**src/rtl/irq_route_pkg.sv**
```systemverilog
package irq_route_pkg;
  localparam int DATA_W        = 64;
  localparam int SRV_LSB       = 40;
  localparam int SRV_W         = 16;
  localparam int PRI_LSB       = 32;
  localparam int PRI_W         = 8;
  localparam int SEL_LSB       = 29;
  localparam int SEL_W         = 3;
  localparam int PEND_BIT      = 24;
  localparam int LINK_STAT_BIT = 47;
  localparam int SVC_STAT_BIT  = 46;
  localparam int SRC_STAT_MSB  = 36;
  localparam int ADDR_STAT_SHR = 8;
  localparam int ADDR_STAT_SRC = 9;

  typedef struct packed {
    logic [SRV_W-1:0] server;
    logic [PRI_W-1:0] prio;
    logic [SEL_W-1:0] sel;
    logic             pend;
  } vec_t;

  function automatic logic [DATA_W-1:0] vec_to_word(vec_t v);
    logic [DATA_W-1:0] w;
    w = '0;
    w[SRV_LSB +: SRV_W] = v.server;
    w[PRI_LSB +: PRI_W] = v.prio;
    w[SEL_LSB +: SEL_W] = v.sel;
    w[PEND_BIT]         = v.pend;
    return w;
  endfunction
endpackage

```
**src/rtl/irq_route_status.sv**
```systemverilog
module irq_route_status #(
  parameter int NUM_IN = 7
) (
  input  logic              clk_i,
  input  logic              rst_ni,
  input  logic [NUM_IN-1:0] irq_i,
  output logic [NUM_IN-1:0] stat_o,
  output logic [NUM_IN-1:0] rise_o,
  output logic [NUM_IN-1:0] fall_o
);
  logic [NUM_IN-1:0] stat_q;

  always_ff @(posedge clk_i or negedge rst_ni) begin
    if (!rst_ni) stat_q <= '0;
    else         stat_q <= irq_i;
  end

  assign stat_o = stat_q;
  assign rise_o = irq_i & ~stat_q;
  assign fall_o = ~irq_i & stat_q;
endmodule

```
**src/rtl/irq_route_vec_slot.sv**
```systemverilog
module irq_route_vec_slot
  import irq_route_pkg::*;
#(
  parameter int IDX     = 0,
  parameter int NUM_VEC = 6
) (
  input  logic              clk_i,
  input  logic              rst_ni,
  input  logic              wr_i,
  input  logic [DATA_W-1:0] wdata_i,
  input  logic              chg_i,
  input  logic              level_i,
  output vec_t              vec_o,
  output logic [SEL_W-1:0]  sel_eff_o
);
  localparam logic [SEL_W:0] SEL_LIMIT = (SEL_W+1)'(NUM_VEC);
  localparam vec_t RST_VAL = '{server: '0, prio: '1, sel: SEL_W'(IDX), pend: 1'b0};

  vec_t             q, d;
  logic [SEL_W-1:0] w_sel;
  logic             wr_ok;
  logic             masked_nxt;

  assign w_sel = wdata_i[SEL_LSB +: SEL_W];
  assign wr_ok = wr_i && ({1'b0, w_sel} < SEL_LIMIT);

  always_comb begin
    d = q;
    if (wr_ok) begin
      d.server = wdata_i[SRV_LSB +: SRV_W];
      d.prio   = wdata_i[PRI_LSB +: PRI_W];
      d.sel    = w_sel;
    end
    masked_nxt = &d.prio;
    // input events are judged against the fields written in the same cycle
    if (chg_i) d.pend = level_i & ~masked_nxt;
    else       d.pend = q.pend & ~masked_nxt;
  end

  always_ff @(posedge clk_i or negedge rst_ni) begin
    if (!rst_ni) q <= RST_VAL;
    else         q <= d;
  end

  assign vec_o     = q;
  assign sel_eff_o = d.sel;
endmodule

```
**src/rtl/irq_route_lines.sv**
```systemverilog
module irq_route_lines
  import irq_route_pkg::*;
#(
  parameter int NUM_VEC   = 6,
  parameter int NUM_LINES = 8
) (
  input  logic                           clk_i,
  input  logic                           rst_ni,
  input  logic [NUM_VEC-1:0]             set_i,
  input  logic [NUM_VEC-1:0]             clr_i,
  input  logic [NUM_VEC-1:0][SEL_W-1:0]  sel_i,
  output logic [NUM_LINES-1:0]           lines_o
);
  logic [NUM_LINES-1:0] lines_q;
  logic [NUM_LINES-1:0] set_m, clr_m;

  always_comb begin
    set_m = '0;
    clr_m = '0;
    for (int l = 0; l < NUM_LINES; l++) begin
      for (int v = 0; v < NUM_VEC; v++) begin
        if (sel_i[v] == SEL_W'(l)) begin
          set_m[l] = set_m[l] | set_i[v];
          clr_m[l] = clr_m[l] | clr_i[v];
        end
      end
    end
  end

  // raise beats lower on a shared line
  always_ff @(posedge clk_i or negedge rst_ni) begin
    if (!rst_ni) lines_q <= '0;
    else         lines_q <= (lines_q & ~clr_m) | set_m;
  end

  assign lines_o = lines_q;
endmodule

```
**src/rtl/irq_route_ctrl.sv**
```systemverilog
module irq_route_ctrl
  import irq_route_pkg::*;
#(
  parameter int NUM_VEC = 6,
  parameter int ADDR_W  = 4
) (
  input  logic                   clk_i,
  input  logic                   rst_ni,
  input  logic [NUM_VEC:0]       irq_i,
  input  logic                   reg_we_i,
  input  logic [ADDR_W-1:0]      reg_addr_i,
  input  logic [DATA_W-1:0]      reg_wdata_i,
  output logic [DATA_W-1:0]      reg_rdata_o,
  output logic [(1<<SEL_W)-1:0]  lines_o
);
  localparam int NUM_IN    = NUM_VEC + 1;
  localparam int NUM_LINES = 1 << SEL_W;

  logic [NUM_IN-1:0]              stat, rise, fall;
  logic [NUM_VEC-1:0]             chg, lvl, set_ev, clr_ev, wr_hit;
  logic [NUM_VEC-1:0][SEL_W-1:0]  sel_eff;
  logic [NUM_VEC-1:0][SEL_W-1:0]  vec_sel;
  logic [NUM_VEC-1:0][PRI_W-1:0]  vec_prio;
  logic [NUM_VEC-1:0]             vec_pend;
  vec_t                           vecs [NUM_VEC];

  irq_route_status #(.NUM_IN(NUM_IN)) u_status (
    .clk_i  (clk_i),
    .rst_ni (rst_ni),
    .irq_i  (irq_i),
    .stat_o (stat),
    .rise_o (rise),
    .fall_o (fall)
  );

  for (genvar v = 0; v < NUM_VEC; v++) begin : g_vec
    if (v == 0) begin : g_shared
      assign chg[v]    = |(rise[1:0] | fall[1:0]);
      assign lvl[v]    = |irq_i[1:0];
      assign set_ev[v] = |rise[1:0];
    end else begin : g_single
      assign chg[v]    = rise[v+1] | fall[v+1];
      assign lvl[v]    = irq_i[v+1];
      assign set_ev[v] = rise[v+1];
    end
    assign clr_ev[v] = chg[v] & ~lvl[v];
    assign wr_hit[v] = reg_we_i && (reg_addr_i == ADDR_W'(v));

    irq_route_vec_slot #(.IDX(v), .NUM_VEC(NUM_VEC)) u_slot (
      .clk_i     (clk_i),
      .rst_ni    (rst_ni),
      .wr_i      (wr_hit[v]),
      .wdata_i   (reg_wdata_i),
      .chg_i     (chg[v]),
      .level_i   (lvl[v]),
      .vec_o     (vecs[v]),
      .sel_eff_o (sel_eff[v])
    );

    assign vec_sel[v]  = vecs[v].sel;
    assign vec_prio[v] = vecs[v].prio;
    assign vec_pend[v] = vecs[v].pend;
  end

  irq_route_lines #(.NUM_VEC(NUM_VEC), .NUM_LINES(NUM_LINES)) u_lines (
    .clk_i   (clk_i),
    .rst_ni  (rst_ni),
    .set_i   (set_ev),
    .clr_i   (clr_ev),
    .sel_i   (sel_eff),
    .lines_o (lines_o)
  );

  always_comb begin
    reg_rdata_o = '1;
    for (int v = 0; v < NUM_VEC; v++) begin
      if (reg_addr_i == ADDR_W'(v)) reg_rdata_o = vec_to_word(vecs[v]);
    end
    if (reg_addr_i == ADDR_W'(ADDR_STAT_SHR)) begin
      reg_rdata_o = '0;
      reg_rdata_o[LINK_STAT_BIT] = stat[0];
      reg_rdata_o[SVC_STAT_BIT]  = stat[1];
    end
    if (reg_addr_i == ADDR_W'(ADDR_STAT_SRC)) begin
      reg_rdata_o = '0;
      for (int k = 1; k < NUM_VEC; k++) reg_rdata_o[SRC_STAT_MSB-k+1] = stat[k+1];
    end
  end
endmodule

```
**config.mk**
```make
export PLATFORM = sky130hd
export DESIGN_NAME = irq_route_ctrl
export DESIGN_NICKNAME = d
export VERILOG_FILES = /design/src/rtl/irq_route_pkg.sv /design/src/rtl/irq_route_status.sv /design/src/rtl/irq_route_vec_slot.sv /design/src/rtl/irq_route_lines.sv /design/src/rtl/irq_route_ctrl.sv
export SDC_FILE = /design/constraint.sdc
export NUM_CORES = 1
export LEC_CHECK = 0
export ABC_AREA = 1
export ABC_CLOCK_PERIOD_IN_PS = 5800
export BUFFER_PORTS_ARGS = -buffer_cell sky130_fd_sc_hd__buf_2
export CAP_MARGIN = 0
export CORE_AREA = 10 10 116 196
export CTS_CLUSTER_SIZE = 10
export DETAILED_ROUTE_END_ITERATION = 16
export DIE_AREA = 0 0 126 206
export PLACE_DENSITY = 0.75
export SYNTH_ARGS = -nofsm -noshare
export SYNTH_HDL_FRONTEND = slang
export SYNTH_SLANG_ARGS = --single-unit
```
**constraint.sdc**
```tcl
create_clock -name clk_i -period 5.8 [get_ports clk_i]
set_clock_uncertainty 0.05 [all_clocks]
set_input_delay 1.16 -clock clk_i [delete_from_list [all_inputs] [get_ports clk_i]]
set_output_delay 1.16 -clock clk_i [all_outputs]
set_load 0.05 [all_outputs]
```
== Word level (Yosys, flattened, before mapping) ==
Cells that the tools add are included.
Word-level totals
  logic and storage cells: 343
  register bits after elaboration: 183
Operators by class
  equality and inequality tests: 49
  $lt $le $gt $ge: 1
  muxes and demuxes: 116
  reduce and logical (&&, ||, !) cells: 28
  bitwise gates (word level): 123
Operators with widths (number)
  2-to-1 mux 64 bit: 8
  2-to-1 mux 1 bit: 102
  OR 1 bit: 85
  equality test 3 bit, second input constant: 24
  2-to-1 mux 11 bit: 6
  AND reduction 8 bit: 6
  equality test 3 x 2 -> 1 bit, second input constant: 12
  bitwise AND 1 bit: 18
  equality test 3 x 1 -> 1 bit, second input constant: 6
  zero test 3 bit: 6
  bitwise AND 7 bit: 2
  NOT 7 bit: 2
  logical AND 1 bit: 12
  NOT 1 bit: 12
  bitwise AND 8 bit: 1
  equality test 4 x 2 -> 1 bit, second input constant: 2
  equality test 4 x 3 -> 1 bit, second input constant: 2
  equality test 4 bit, second input constant: 2
  NOT 8 bit: 1
  OR 8 bit: 1
  OR reduction 2 bit: 3
  equality test 4 x 1 -> 1 bit, second input constant: 1
  zero test 4 bit: 1
  less-than comparator 3 bit, second input constant: 1
  OR 2 bit: 1

== Logic depth before layout (Yosys ltp) ==
  depth after elaboration: 19
  mapped depth: 13

== By module ==
Synthesis repeated with hierarchy kept, for this count alone.
Second synthesis, totals
  cell total of the unflattened synthesis: 1290
  area, all modules: 11140.7 µm²
By module, submodules not included
  irq_route_vec_slot (g_vec[1].u_slot ...): instances 3, cells an instance 92, area each 1202.4 µm², seq. area each 711.9 µm²
  irq_route_vec_slot (g_vec[3].u_slot ...): instances 2, cells an instance 92, area each 1203.7 µm², seq. area each 713.2 µm²
  irq_route_ctrl: instances 1, cells an instance 464, area each 2245.9 µm², seq. area each 0.0 µm²
  irq_route_lines: instances 1, cells an instance 239, area each 1398.8 µm², seq. area each 200.2 µm²
  irq_route_vec_slot (g_vec[0].u_slot): instances 1, cells an instance 92, area each 1201.2 µm², seq. area each 710.7 µm²
  irq_route_status: instances 1, cells an instance 35, area each 280.3 µm², seq. area each 175.2 µm²

== Least setup slack after synthesis ==
No wires, ideal clock.
  path kind: input port to output port
  start point: input port reg_addr_i[1]
  end point: output port reg_rdata_o[10]
  data arrival time: 6.062 ns
  stages on the path: 6
  buffers on the path: 2
  required time: 4.590 ns
  setup slack: -1.472 ns
  cells stage by stage: buf_6 -> inv_2 -> nand2_2 -> nor2_8 -> nor4_1 -> buf_4
Between the ends
  cells in the longest elaborated chain, start to end: 9
  elaborated cells between the ends (all ways): 16
  those cells by class: 7 x eq/ne; 8 x mux; 1 x reduce/logical
Ends and longest elaborated chain
  from (decl): RTL line irq_route_ctrl.sv:11  | input logic [ADDR_W-1:0] reg_addr_i,
  zero test 4 bit: RTL line irq_route_ctrl.sv:77  | if (reg_addr_i == ADDR_W'(v)) reg_rdata_o = vec_to_word(vecs[v]);
  2-to-1 mux 64 bit (6 in series): RTL line irq_route_ctrl.sv:77
  2-to-1 mux 64 bit: RTL line irq_route_ctrl.sv:79  | if (reg_addr_i == ADDR_W'(ADDR_STAT_SHR)) begin
  2-to-1 mux 64 bit (*): RTL line irq_route_ctrl.sv:84  | if (reg_addr_i == ADDR_W'(ADDR_STAT_SRC)) begin
  to (decl): RTL line irq_route_ctrl.sv:13  | output logic [DATA_W-1:0] reg_rdata_o,
Mark *: on every way between the ends. The rest lies on a longest branch, timed or not.

== Worst setup path after layout ==
  start point: input port reg_addr_i[3]
  end point: output port reg_rdata_o[31]
The elaborated chain is that of the path after synthesis.

==> impl_metrics.yaml <==
routing:
  remaining_antenna_violation_count_after_routing: 0
  vias: 8644
  drt_iter0_markers: 829
  routed_length_per_placed_instance_um: 18.60
  drc_errors: 0
  detailedRoute.firstPassIterationCount: 6
  drt-total-wl_mm: 28.34
  via_per_inst: 5.676
floorplan:
  ios: 150
  die_area_um2: 25960
  rows: 68
  dieHeight_um: 206
  chipWidth_um: 126
  starting_density_of_the_core: 0.5039
  core-area_um2: 19570
clock_network:
  cts.htree.levels: 4
  clk_transition_reported_paths_ns: 0.06
  post-cts-setup-buffer-count: 0
  tritoncts_clock_tree: "done"
  numClockSinks: 183
  cts_hold_buffers: 0
  ctsRootBufferMaster: "clkbuf_16"
  cts_resized: 0
  insertion_delay_ns: 0.43
  clk_path_buf_depth: 2
  tritoncts.num_buffers: 17
finish:
  seqCellArea_um2: 4648
  drive_gt1_frac: 0.2042
  layout_commonest_cell: "nand2_1"
  multiInputGateArea_um2: 4332
  net_count_reported_at_finish: 1355
  final_cell_mix: "nand2_1, o21ai_0, nor2_1"
  final.fill_count: 1841
  insertedDiodeCount: 0
  syn_to_final_growth_pct: 9.910
global_route:
  grt_antenna_before_repair: 0
  grt_max_degree: 93
  grt-ovfl-total: 0
  grt_pass1_vias: 8632
  grt_pass1_wl_mm: 45.49
  global_route_usage_sum: 0.2168
yosys:
  synth.lib_cells_used.distinct: 37
  number_of_enable_flip_flop_cells_after_synthesis: 0
  synthesis.area_per_instance_um2: 8.129
  number_of_storage_elements_in_the_synthesis_netlist: 183
  synthArstFlopShare: 1.000
  synth_top_flop_cell: "dfrtp_1"
  number_of_instances_in_the_synthesized_netlist: 1213
  synth.cell_area_um2: 9861
  synth.net_count: 1303
  synth_warnings: 0
  synth_seq_area_share: 0.4714
critical_path:
  setup.worst_path.class: "primary input to output port"
  critical_path.top_delay_family: "compound AO/OA/AOI/OAI gates"
  endpoint_kind: "output port"
  critical_path_peak_fanout: 19
  critical-path-max-stage-delay_ns: 0.60
  critical_path.most_common_cell: "buf_2"
  path_buf_inv: 4
  worst-endpoint-arrival_ns: 3.33
  worstPathCellList: "buf_2 > inv_2 > nand2_2 > inv_1 > nand2_1 > o21ai_0 > a2111oi_0 > buf_2"
  worst-endpoint-required_ns: 4.59
  critPathSlowestCell: "a2111oi_0"
  critical_path.startpoint_type: "primary input"
timing:
  unrepaired_setup_endpoints_after_global_routing: "false"
  achievable-frequency_ghz: 0.2204
  hold_slack_ns: 0.4353
  timing.max_slew.rel_slack: 0.4273
  final.min_clock_period_ns: 4.537
  fin_crit_sh: 0.7823
  timing_worst_slew_pin_value_ns: 0.8560
  fin_tns_setup_ns: 0
  slew_violations: 0
  setup-violations-final: 0
  hold_viol: 0
min_path:
  timing.hold.worst.class: "flip-flop to flip-flop"
power_and_ir_drop:
  power_per_cell_area_nw_per_um2: 375.0
  leakage_power_nw: 5.097
  peak_supply_drop_mv: 0.2277
  total_power_mw: 4.064
run:
  max_cap_viol_count: 0
status:
  status: "completed"
placed_design:
  port_buffers: 112
  routability_congestion_estimate: 0.9553
  place.detailed.hpwl_mm: 20.15
-- logic make-up (layout without fill, tap and decap cells) --
family | after synthesis | after routing | synth area share
buffers and inverters | 166 | 231 | 0.09085
and+or+nand+nor | 586 | 586 | 0.2658
DFF | 183 | 183 | 0.4714
adders and majority gates | 12 | 12 | 0.01523
AOI/OAI and AO/OA | 266 | 266 | 0.1567
-- layer usage --
metal / wire length, um / global-route usage / up-vias
met3: 1410 / 0.04236 / 76
met2: 15160 / 0.3916 / 309
met1: 10770 / 0.2399 / 4105
li1: - / - / 4154
met5: 0 / 0 / -
met4: 990 / 0.09755 / 0
-- layout make-up --
cell class / instances / share of cell area
clock buffer: 28 / 0.05091
clock inverter: 4 / 0.004964
inverter: 75 / 0.02667
multi-input combinational: 864 / 0.3997
sequential: 183 / 0.4289
tap: 245 / 0.02828
timing repair buffer: 124 / 0.06061
-- synth_stat cells, types with 4 or more instances --
cell,count,share of area
o21ai_0,165,0.084
buf_6,14,0.016
clkbuf_1,17,0.0065
nand2_1,253,0.096
o22ai_1,37,0.023
o21ai_1,26,0.013
inv_1,69,0.026
buf_4,35,0.027
nor3_1,5,0.0025
o221ai_1,15,0.013
buf_2,14,0.0071
nand2_4,5,0.0057
nand3_1,74,0.038
buf_1,10,0.0038
dfrtp_1,128,0.32
nand2_2,24,0.015
nor2_1,161,0.061
o21a_1,5,0.0038
nand4_1,46,0.029
nor4_1,8,0.0051
ha_1,12,0.015
o21ai_2,4,0.0036
dfstp_2,55,0.15
o21ai_4,5,0.0082
inv_2,5,0.0019
nor2_4,4,0.0046
-- where the power goes --
part           internal, mW  total, mW  leakage [nW]  switching, mW
registers              1.61       1.77          2.18          0.153
clock network         0.699       1.18         0.294          0.482
logic                 0.300       1.12          2.62          0.817
-- tightest hold or removal path, stage by stage (launching register included) --
cell and delay [ns]:
dfrtp_1 0.34, nand2_1 0.05, o21ai_0 0.06
-- stage by stage --
step / area, um2 / util / setup slack, ns / std cells
2_1_floorplan: 9867 / - / 0.3108 / 1213
3_3_place_gp: 10230 / 0.5229 / 1.326 / 1491
3_5_place_dp: 10230 / 0.5229 / 1.330 / 1491
4_1_cts: 10840 / 0.5538 / 1.316 / 1523
5_1_grt: 10840 / 0.5538 / 0.9502 / 1523
6_report: 10840 / 0.5538 / 1.263 / 1523
-- sequential cells by signal (all words and copies together), names as in the netlist --
| signal | count |
|---|---|
| u_lines.lines_o | 8 |
| u_status.stat_o | 7 |
| g_vec.u_slot.vec_o | 168 |
-- worst paths after layout --
kind,start,depth (start not counted),endpoint,slack [ns]
max,reg_addr_i[3],8,reg_rdata_o[31],1.26
min,g_vec[2].u_slot.vec_o[12]$_DFFE_PN0P_,2,g_vec[2].u_slot.vec_o[12]$_DFFE_PN0P_,0.44
max reg2reg,u_status.stat_o[0]$_DFF_PN0_,8,u_lines.lines_o[6]$_DFF_PN0_,3.97
min reg2reg,g_vec[2].u_slot.vec_o[12]$_DFFE_PN0P_,2,g_vec[2].u_slot.vec_o[12]$_DFFE_PN0P_,0.44
max in group asynchronous,rst_ni,2,g_vec[4].u_slot.vec_o[11]$_DFF_PN1_,3.82
min in group asynchronous,rst_ni,1,g_vec[2].u_slot.vec_o[14]$_DFFE_PN0P_,0.72
Power figures use the tool's default switching activity.
